[config.mk]
export PLATFORM = sky130hd
export DESIGN_NAME = opfetch_seq
export DESIGN_NICKNAME = d
export VERILOG_FILES = /design/src/rtl/opfetch_pkg.sv /design/src/rtl/opfetch_hipage.sv /design/src/rtl/opfetch_step.sv /design/src/rtl/opfetch_seq.sv
export SDC_FILE = /design/constraint.sdc
export NUM_CORES = 1
export LEC_CHECK = 0
export BUFFER_PORTS_ARGS = -buffer_cell sky130_fd_sc_hd__buf_2
export CAP_MARGIN = 20
export CORE_UTILIZATION = 40
export CTS_CLUSTER_SIZE = 8
export DETAILED_ROUTE_END_ITERATION = 6
export GPL_ROUTABILITY_DRIVEN = 0
export GPL_TIMING_DRIVEN = 0
export PLACE_DENSITY = 0.68
export SETUP_SLACK_MARGIN = 0.4
export SYNTH_ARGS = -nofsm -noshare
export SYNTH_HDL_FRONTEND = slang
export SYNTH_SLANG_ARGS = --single-unit
[constraint.sdc]
create_clock -name clk -period 2.9 [get_ports clk]
set_input_delay 0.145 -clock clk [delete_from_list [all_inputs] [get_ports clk]]
set_output_delay 0.145 -clock clk [all_outputs]
set_load 0.01 [all_outputs]
[src/rtl/opfetch_pkg.sv]
package opfetch_pkg;

    typedef enum logic [4:0] {
        M_IMP      = 5'd0,
        M_REG1     = 5'd1,
        M_REG2     = 5'd2,
        M_IMM8     = 5'd3,
        M_IMM16    = 5'd4,
        M_REG_MEM  = 5'd5,
        M_LD_IND   = 5'd6,
        M_LD_HLI   = 5'd7,
        M_LD_HLD   = 5'd8,
        M_ST_HLI   = 5'd9,
        M_ST_HLD   = 5'd10,
        M_HIPAGE   = 5'd11,
        M_ABS_ST   = 5'd12,
        M_IMM_MEM  = 5'd13,
        M_RMW      = 5'd14,
        M_ABS_LD   = 5'd15
    } mode_e;

    typedef enum logic [2:0] {
        ST_IDLE   = 3'd0,
        ST_IMM_LO = 3'd1,
        ST_IMM_HI = 3'd2,
        ST_MEM_RD = 3'd3,
        ST_DONE   = 3'd4
    } state_e;

endpackage

[src/rtl/opfetch_hipage.sv]
module opfetch_hipage #(
    parameter int AW      = 16,
    parameter int DW      = 8,
    parameter int SEL_W   = 3,
    parameter int SEL_C   = 1,
    parameter int HI_PAGE = 'hFF
) (
    input  logic [SEL_W-1:0] sel,
    input  logic [AW-1:0]    val,
    output logic [AW-1:0]    eff
);
    localparam logic [AW-1:0] PAGE_MASK = AW'(HI_PAGE) << DW;

    // selector naming the page register forces the upper byte
    always_comb begin
        if (sel == SEL_W'(SEL_C)) eff = val | PAGE_MASK;
        else                      eff = val;
    end
endmodule

[src/rtl/opfetch_step.sv]
module opfetch_step #(
    parameter int W = 16
) (
    input  logic [W-1:0] val,
    input  logic         down,
    output logic [W-1:0] res
);
    always_comb begin
        if (down) res = val - W'(1);
        else      res = val + W'(1);
    end
endmodule

[src/rtl/opfetch_seq.sv]
module opfetch_seq
    import opfetch_pkg::*;
#(
    parameter int AW      = 16,
    parameter int DW      = 8,
    parameter int MW      = 5,
    parameter int SEL_W   = 3,
    parameter int SEL_C   = 1,
    parameter int HI_PAGE = 'hFF
) (
    input  logic             clk,
    input  logic             rst_n,
    input  logic             start,
    input  logic             inst_valid,
    input  logic [MW-1:0]    mode,
    input  logic [SEL_W-1:0] r1_sel,
    input  logic [AW-1:0]    r1_val,
    input  logic [SEL_W-1:0] r2_sel,
    input  logic [AW-1:0]    r2_val,
    input  logic [AW-1:0]    pc_in,
    input  logic [AW-1:0]    hl_in,
    output logic             bus_req,
    output logic [AW-1:0]    bus_addr,
    input  logic [DW-1:0]    bus_rdata,
    input  logic             bus_rvalid,
    output logic             busy,
    output logic             done,
    output logic [AW-1:0]    data_out,
    output logic [AW-1:0]    dest_addr,
    output logic             dest_is_mem,
    output logic [AW-1:0]    pc_out,
    output logic [AW-1:0]    hl_out,
    output logic             hl_upd,
    output logic             mode_err
);
    localparam int              UW        = AW - DW;
    localparam logic [AW-1:0]   PAGE_BASE = AW'(HI_PAGE) << DW;

    state_e          state_q, state_d;
    logic [MW-1:0]   mode_q;
    logic [DW-1:0]   lo_q;
    logic [AW-1:0]   addr_q, data_q, dest_q, pc_q, hl_q;
    logic            dmem_q, hlupd_q, err_q;
    logic [AW-1:0]   r1_eff, r2_eff, hl_next, pc_next;
    logic            hl_down, hs;

    opfetch_hipage #(.AW(AW), .DW(DW), .SEL_W(SEL_W), .SEL_C(SEL_C), .HI_PAGE(HI_PAGE))
        u_page1 (.sel(r1_sel), .val(r1_val), .eff(r1_eff));
    opfetch_hipage #(.AW(AW), .DW(DW), .SEL_W(SEL_W), .SEL_C(SEL_C), .HI_PAGE(HI_PAGE))
        u_page2 (.sel(r2_sel), .val(r2_val), .eff(r2_eff));

    assign hl_down = (mode == MW'(M_LD_HLD)) || (mode == MW'(M_ST_HLD));
    opfetch_step #(.W(AW)) u_hl_step (.val(hl_in), .down(hl_down), .res(hl_next));
    opfetch_step #(.W(AW)) u_pc_step (.val(pc_q),  .down(1'b0),    .res(pc_next));

    assign hs = bus_req && bus_rvalid;

    // state register
    always_ff @(posedge clk or negedge rst_n) begin
        if (!rst_n) state_q <= ST_IDLE;
        else        state_q <= state_d;
    end

    // next state
    always_comb begin
        state_d = state_q;
        unique case (state_q)
            ST_IDLE: begin
                if (start) begin
                    if (!inst_valid) state_d = ST_DONE;
                    else begin
                        case (mode)
                            MW'(M_IMM8), MW'(M_IMM16), MW'(M_HIPAGE),
                            MW'(M_ABS_ST), MW'(M_IMM_MEM), MW'(M_ABS_LD):
                                state_d = ST_IMM_LO;
                            MW'(M_LD_IND), MW'(M_LD_HLI), MW'(M_LD_HLD), MW'(M_RMW):
                                state_d = ST_MEM_RD;
                            default:
                                state_d = ST_DONE;
                        endcase
                    end
                end
            end
            ST_IMM_LO: begin
                if (hs) begin
                    if (mode_q == MW'(M_IMM16) || mode_q == MW'(M_ABS_LD) ||
                        mode_q == MW'(M_ABS_ST))
                        state_d = ST_IMM_HI;
                    else
                        state_d = ST_DONE;
                end
            end
            ST_IMM_HI: begin
                if (hs) state_d = (mode_q == MW'(M_ABS_LD)) ? ST_MEM_RD : ST_DONE;
            end
            ST_MEM_RD: begin
                if (hs) state_d = ST_DONE;
            end
            ST_DONE: state_d = ST_IDLE;
            default: state_d = ST_IDLE;
        endcase
    end

    // datapath and output registers
    always_ff @(posedge clk or negedge rst_n) begin
        if (!rst_n) begin
            mode_q  <= '0;
            lo_q    <= '0;
            addr_q  <= '0;
            data_q  <= '0;
            dest_q  <= '0;
            dmem_q  <= 1'b0;
            pc_q    <= '0;
            hl_q    <= '0;
            hlupd_q <= 1'b0;
            err_q   <= 1'b0;
        end else begin
            unique case (state_q)
                ST_IDLE: begin
                    if (start) begin
                        mode_q  <= mode;
                        dest_q  <= '0;
                        dmem_q  <= 1'b0;
                        pc_q    <= pc_in;
                        hl_q    <= hl_in;
                        hlupd_q <= 1'b0;
                        if (inst_valid) begin
                            case (mode)
                                MW'(M_REG1): data_q <= r1_val;
                                MW'(M_REG2): data_q <= r2_val;
                                MW'(M_REG_MEM): begin
                                    data_q <= r2_val;
                                    dest_q <= r1_eff;
                                    dmem_q <= 1'b1;
                                end
                                MW'(M_LD_IND): addr_q <= r2_eff;
                                MW'(M_LD_HLI), MW'(M_LD_HLD): begin
                                    addr_q  <= r2_val;
                                    hl_q    <= hl_next;
                                    hlupd_q <= 1'b1;
                                end
                                MW'(M_ST_HLI), MW'(M_ST_HLD): begin
                                    data_q  <= r2_val;
                                    dest_q  <= r1_val;
                                    dmem_q  <= 1'b1;
                                    hl_q    <= hl_next;
                                    hlupd_q <= 1'b1;
                                end
                                MW'(M_ABS_ST): data_q <= r2_val;
                                MW'(M_IMM_MEM): begin
                                    dest_q <= r1_val;
                                    dmem_q <= 1'b1;
                                end
                                MW'(M_RMW): begin
                                    addr_q <= r1_val;
                                    dest_q <= r1_val;
                                    dmem_q <= 1'b1;
                                end
                                MW'(M_IMP), MW'(M_IMM8), MW'(M_IMM16),
                                MW'(M_HIPAGE), MW'(M_ABS_LD): ;
                                default: err_q <= 1'b1;
                            endcase
                        end
                    end
                end
                ST_IMM_LO: begin
                    if (hs) begin
                        pc_q <= pc_next;
                        case (mode_q)
                            MW'(M_IMM8), MW'(M_IMM_MEM):
                                data_q <= {{UW{1'b0}}, bus_rdata};
                            MW'(M_HIPAGE): begin
                                dest_q <= PAGE_BASE | {{UW{1'b0}}, bus_rdata};
                                dmem_q <= 1'b1;
                            end
                            default: lo_q <= bus_rdata;
                        endcase
                    end
                end
                ST_IMM_HI: begin
                    if (hs) begin
                        pc_q <= pc_next;
                        case (mode_q)
                            MW'(M_IMM16): data_q <= {bus_rdata, lo_q};
                            MW'(M_ABS_ST): begin
                                dest_q <= {bus_rdata, lo_q};
                                dmem_q <= 1'b1;
                            end
                            default: addr_q <= {bus_rdata, lo_q};
                        endcase
                    end
                end
                ST_MEM_RD: begin
                    if (hs) data_q <= {{UW{1'b0}}, bus_rdata};
                end
                ST_DONE: ;
                default: ;
            endcase
        end
    end

    always_comb begin
        bus_req  = (state_q == ST_IMM_LO) || (state_q == ST_IMM_HI) || (state_q == ST_MEM_RD);
        bus_addr = (state_q == ST_MEM_RD) ? addr_q : pc_q;
    end

    assign busy        = (state_q != ST_IDLE);
    assign done        = (state_q == ST_DONE);
    assign data_out    = data_q;
    assign dest_addr   = dest_q;
    assign dest_is_mem = dmem_q;
    assign pc_out      = pc_q;
    assign hl_out      = hl_q;
    assign hl_upd      = hlupd_q && (state_q == ST_DONE);
    assign mode_err    = err_q;

    // completion pulse lasts one clock
    a_r12_done_single: assert property (@(posedge clk) disable iff (!rst_n)
        done |=> !done);

    // a pending request holds its address
    a_r13_req_hold: assert property (@(posedge clk) disable iff (!rst_n)
        (bus_req && !bus_rvalid) |=> (bus_req && $stable(bus_addr)));

    // high-page store lands in the top page
    a_r5_hipage_dest: assert property (@(posedge clk) disable iff (!rst_n)
        (state_q == ST_IMM_LO && mode_q == MW'(M_HIPAGE) && hs)
        |=> (dest_addr[AW-1:DW] == UW'(HI_PAGE) && dest_is_mem));

    // each stream byte advances the program counter by one
    a_r2_pc_step: assert property (@(posedge clk) disable iff (!rst_n)
        ((state_q == ST_IMM_LO || state_q == ST_IMM_HI) && hs)
        |=> (pc_out == $past(pc_out) + AW'(1)));

    // illegal-mode flag is sticky
    a_r11_err_sticky: assert property (@(posedge clk) disable iff (!rst_n)
        mode_err |=> mode_err);

    // register-only modes never request the bus
    a_r10_no_bus: assert property (@(posedge clk) disable iff (!rst_n)
        (state_q == ST_IDLE && start && inst_valid && mode <= MW'(M_REG2))
        |=> (!bus_req && done));

    // start while busy does not restart the fetch
    a_r12_busy_hold: assert property (@(posedge clk) disable iff (!rst_n)
        (busy && !done) |=> ($stable(mode_q) && busy));
endmodule

==> results of run 1 <==
## placed cells by master, fill, tap and decap left out, drive strengths merged, types with 16 or more instances in the layout
cell    Yosys  final
clkbuf     14     23
nand3      22     22
mux2i      21     21
nand2     123    123
ha         21     21
inv        14     16
dfrtp      99     99
nor2       60     60
buf        35    214
mux2       27     27
a21oi     111    111
o21ai     101    101
## power by group
part	internal (mW)	leakage, nW	switching, mW
Clock	0.676	0.143	0.564
Sequential	2.00	1.23	0.539
Combinational	1.37	2.48	2.03
## logic make-up (layout without fill, tap and decap cells)
kind of cell,count (synthesis),after routing,share of synthesized area (%)
adders and majority gates,22,22,4.218
muxes,48,48,7.727
xor gates and xnor gates,11,11,1.437
and+or+nand+nor,267,267,18.74
buffers and inverters,63,258,5.188
DFF,99,99,36.95
AOI/OAI and AO/OA,277,277,25.74
## state kept, by name (all words and copies together), names as in the netlist, 3 cells and up
name	cells
pc_out	16
lo_q	8
dest_addr	16
state_q	3
hl_out	16
data_out	16
addr_q	16
mode_q	5
## worst max path at each step
stage                 start         end  cells past startpoint
floorplan           mode[2]  hl_out[14]                     13
global placement    mode[2]  hl_out[14]                     14
detailed placement  mode[1]  hl_out[14]                     13
CTS                 mode[0]  hl_out[14]                     13
global route        mode[1]  hl_out[14]                     13
finish              mode[1]  hl_out[12]                     13
## per-stage QoR
stage	hold WS [ns]	cell area, µm²
floorplan	-0.1506	6708
global placement	0.4094	7834
detailed placement	0.1782	7864
CTS	0.04230	8182
global route	0.06156	8312
finish	0.05058	8312
## layer usage
metal  routed length [µm]  vias up
met5                   10        -
met1                 9739     3137
met2                 8898      319
li1                     -     3216
met4                  655        2
met3                 1645       59
## final cells by class
class	instances	area [µm²]
flip-flops and latches	99	2477
well taps	216	270.3
inverters	14	57.56
clock inverters	6	72.57
fillers	1615	7804
clock buffers	9	225.2
plain buffers	49	299.0
repair buffers	180	960.9
multi-input cells	625	3949
## worst max-delay path: stages
cell and delay [ns]:
buf_2 0.14, inv_1 0.11, ha_4 0.20, o21ai_4 0.17, clkinv_4 0.09, ha_1 0.32
and2b_1 0.20, o211ai_1 0.28, a31oi_2 0.16, a2111oi_4 0.44, o21ai_0 0.20, o21ai_2 0.16
a21oi_2 0.07
## timing repair
action / in CTS / in global routing
endpoints found under the setup margin: 5 / 7
pin swaps: 1 / 4
resized for setup: 3 / 16
hold endpoints to repair: 41 / 0
setup buffers: 0 / 7
hold buffers: 1 / 0
==> flow_summary.ini, run 1 <==
[sta]
grt_setup_unrepaired = true
fin_crit_ns = 2.449
fin_tns_setup_ns = 0
fin_crit_sh_pct = 84.46
setup_viol = 0
final.setup.worst_slack_ns = 0.4506
worstMarginPinSlew_ns = 0.7546
slew_headroom_pct = 49.56
fmax_mhz = 408.3
slew_viol_final = 0
finalHoldViolCount = 0
finClkSkew_ns = 0.009039

[routing]
dr.pass1.iters = 6
wl_um = 20950
antenna_left = 0
vias = 6733
viasPerCell = 5.620
drt_iter0_markers = 589
drc_errors = 0
wl_per_cell_um = 17.49

[worst_setup_path]
criticalPathCategory = in -> reg
reg2reg_to = pc_out[9]
cp.required_ns = 3.14
rr_worst_depth = 8
endpoint_kind = flop
crit_arrival_ns = 2.68
cp_max_fo = 6
r2r_setup_slack_ns = 0.78
timing.rr.start = state_q[0]
crit_path_start_kind = primary input

[floorplanning]
start_util_pct = 41.60
rows = 46
die_w_um = 131.5
design.core.area_um2 = 16120
die_h_um = 131.5
ios = 174
die_area_um2 = 17280

[pwr]
power_leakage_nw = 3.846
ir_drop_mv = 0.4123
power_mw = 7.177
p_per_area_nw_per_um2 = 863.5

[place]
dpl.cell_count = 1175
place_ws_ns = -0.1654
port_buffers = 171
dp_hpwl_um = 15840

[logic_synthesis]
synth-main-ff-cell = dfrtp_1
yosysUniqueCellTypes = 71
synth_edf_count = 0
synth_seq_cells = 99
synth_area_leader_cell = dfrtp_1
async_flop_share_pct = 100.0
ys_top_cells_by_count = nand2_1 (122), a21oi_1 (109), dfrtp_1 (99)
syn-num-nets = 897
yosysMostFrequentCell = nand2_1
synth_area_um2 = 6704
synth_area_leaders = dfrtp_1 (37%), a21oi_1 (8.1%), nand2_1 (6.8%)
yosys_warnings = 0
ys_seq_area_share_pct = 36.95
syn_inst = 787
synth_top_area_share_pct = 36.95
syn_avg_cell_area_um2 = 8.518

[global_route]
grt_max_degree = 59
met2_usage_pct = 35.39
grt_util_met1_pct = 34.97
grt_use_total_pct = 24.39
busiest_layer = met2
grt_pass1_wl_um = 33620
antenna_found_initial = 1
grt-ovfl-total = 0
grt_pass1_vias = 6354
grtUsageMet3_pct = 4.938

[finish]
nets = 1088
drive_above_1_share_pct = 30.86
area_growth_pct = 23.98
final_core_utilization_pct = 51.58
fin_cells = 1198
antenna_cells = 0

[cts]
htree_levels = 3
clock-sinks = 99
cts_max_path_buffers = 2
clkTransAtPathRegs_ns = 0.06
insertion_delay_ns = 0.36
cts_root_buffer = clkbuf_16
cts_inserted_buffers = 9
cts_tree = done

[worst_hold_path]
worstHoldStart = hl_in[13]
min_to = hl_out[13]
hp-class = in -> reg
min_delay_path_depth = 3

[job]
drv_cap = 0

[run_status]
status = finished clean
No activity file was read; power rests on OpenSTA's default activity.
==> inputs of run 2 (changes only) <==
Clock period 2.9 ns to 2.4 ns, I/O delays scaled along.
==> run 2 against run 1 <==
  * Global-route usage grew 0.61 points
  * Critical path depth rose by 2
  * Die area is the same
  * Non-clock buffer count rose by 21
  * Worst setup slack worse by 0.15 ns
  * Clock skew increased by 0.0011 ns
  * Cell count increased by 1.8%
  * Flip-flop and latch count unchanged
  * Combinational power up 28%
  * Largest cell class unchanged
==> flow_summary.ini, run 2 (synthesis results as in run 1) <==
[finish]
final_common_cell = buf_2
antenna_cells = 0
nets = 1109
fillers = 1544
mostFrequentLayoutCells = buf_2 (179), nand2_1 (120), a21oi_1 (101)
area_growth_pct = 30.98
drive_above_1_share_pct = 35.96
final_core_utilization_pct = 54.49

[worst_setup_path]
endpoint_kind = flop
path_delay_family = compound AO/OA/AOI/OAI gates
worst-path-buf-inv = 4
crit_chain = buf_8 > buf_6 > nand2b_4 > nor2_4 > o21ai_4 > inv_6 > buf_12 > ha_2 > a21oi_2 > o21ai_0 > a21oi_2 > nor3_1 > o22ai_1 > mux2i_1 > nand3_1
criticalPathCategory = in -> reg
cp_max_fo = 11
crit_path_start_kind = primary input
cp.required_ns = 2.64
cp_slowest_stage_delay_ns = 0.31
crit_top_cell = a21oi_2
rr_worst_depth = 5
slowest_stage = ha_2
path_depth = 15
crit_arrival_ns = 2.34

[global_route]
grt_pass1_vias = 6611
grt-ovfl-total = 0
antenna_found_initial = 1
grt_pass1_wl_um = 34550
grt_use_total_pct = 25.00
grt_max_degree = 60

[routing]
drc_errors = 0
antenna_left = 0
vias = 6797
drt_iter0_markers = 562
dr.pass1.iters = 6
viasPerCell = 5.571
wl_per_cell_um = 17.70
wl_um = 21590

[sta]
finClkSkew_ns = 0.01017
fin_crit_ns = 2.104
fmax_mhz = 475.3
worstMarginPinSlew_ns = 0.7428
slew_headroom_pct = 50.35
slew_viol_final = 0
fin_tns_setup_ns = 0
finalHoldViolCount = 0
fin_crit_sh_pct = 87.67
grt_setup_unrepaired = true
setup_viol = 0

[pwr]
power_leakage_nw = 4.036
p_per_area_nw_per_um2 = 1024
ir_drop_mv = 0.5342

[cts]
clock-sinks = 99
cts_inserted_buffers = 9
cts_tree = done
clkTransAtPathRegs_ns = 0.08
insertion_delay_ns = 0.36
htree_levels = 3
cts_max_path_buffers = 2
cts_root_buffer = clkbuf_16

[run_status]
status = finished clean

[floorplanning]
die_w_um = 131.5
rows = 46
die_h_um = 131.5
ios = 174
start_util_pct = 41.60
design.core.area_um2 = 16120
die_area_um2 = 17280

[worst_hold_path]
hp-class = in -> reg
min_delay_path_depth = 3

[job]
drv_cap = 0

[place]
dp_hpwl_um = 15970
port_buffers = 171
## run 2: cell count changes in the layout (fill, tap and decap cells not counted), moves of 6 or more
cell	delta
a21oi_1	-6
a21oi_2	+7
buf_2	-12
buf_4	+19
clkbuf_1	-7
clkbuf_2	+8
clkbuf_4	+6
ha_1	-7
ha_4	+6
## run 2: worst paths after layout
path	slack, ns	to	start
max in group asynchronous	1.41	lo_q[7]	rst_n
min	0.04	hl_out[15]	hl_in[15]
max	0.30	hl_out[13]	mode[2]
max reg2reg	0.47	hl_out[14]	state_q[2]
min reg2reg	0.47	mode_err	mode_err
min in group asynchronous	0.29	pc_out[11]	rst_n
## run 2: cell type report
class / count / area, µm² / area share, %
multi-input cells: 625 / 4141 / 47.16
flip-flops and latches: 99 / 2477 / 28.21
repair buffers: 201 / 1167 / 13.29
plain buffers: 49 / 351.6 / 4.004
well taps: 216 / 270.3 / 3.078
clock buffers: 10 / 229.0 / 2.608
clock inverters: 6 / 76.32 / 0.8692
inverters: 14 / 67.56 / 0.7695
## run 2: worst register-to-register path: stages, from the launching register on
cell	delay, ns
dfrtp_1	0.44
nor3_1	0.32
and2_1	0.34
clkbuf_1	0.50
nand3_1	0.16
nand3_1	0.11
## run 2: through the flow
stage	instances	total power [mW]	instance area (µm²)	hold slack [ns]	worst slack, ns
after floorplan	787	5.555	6799	-0.1756	0.1502
after global placement	1174	7.083	7925	0.3830	-0.3110
after CTS	1212	8.785	8554	0.03279	0.2828
after global routing	1220	9.614	8781	0.05593	0.1873
after detailed placement	1175	7.161	7955	0.1496	-0.3254
final	1220	8.994	8781	0.03828	0.2960
## run 2: power breakdown
group | switching (mW) | leakage, nW | internal [mW]
Combinational | 2.53 | 2.66 | 1.83
Sequential | 0.681 | 1.23 | 2.41
Clock | 0.711 | 0.150 | 0.833
## run 2: per-layer routing
metal  part of all wire, %  vias up  track usage, %  routed length [µm]
li1                      -     3263               -                   -
met1                    46     3187           35.05                9897
met2                    44      297           37.42                9519
met3                   7.1       48           4.823                1533
met4                   2.9        2           10.47                 630
met5                 0.046        -               0                  10
## run 2: timing repair
item / CTS / global route
hold buffers: 1 / 0
setup buffers: 20 / 8
setup endpoints to repair: 47 / 101
resized for setup: 34 / 51
pin swaps: 20 / 11
hold endpoints to repair: 40 / 0
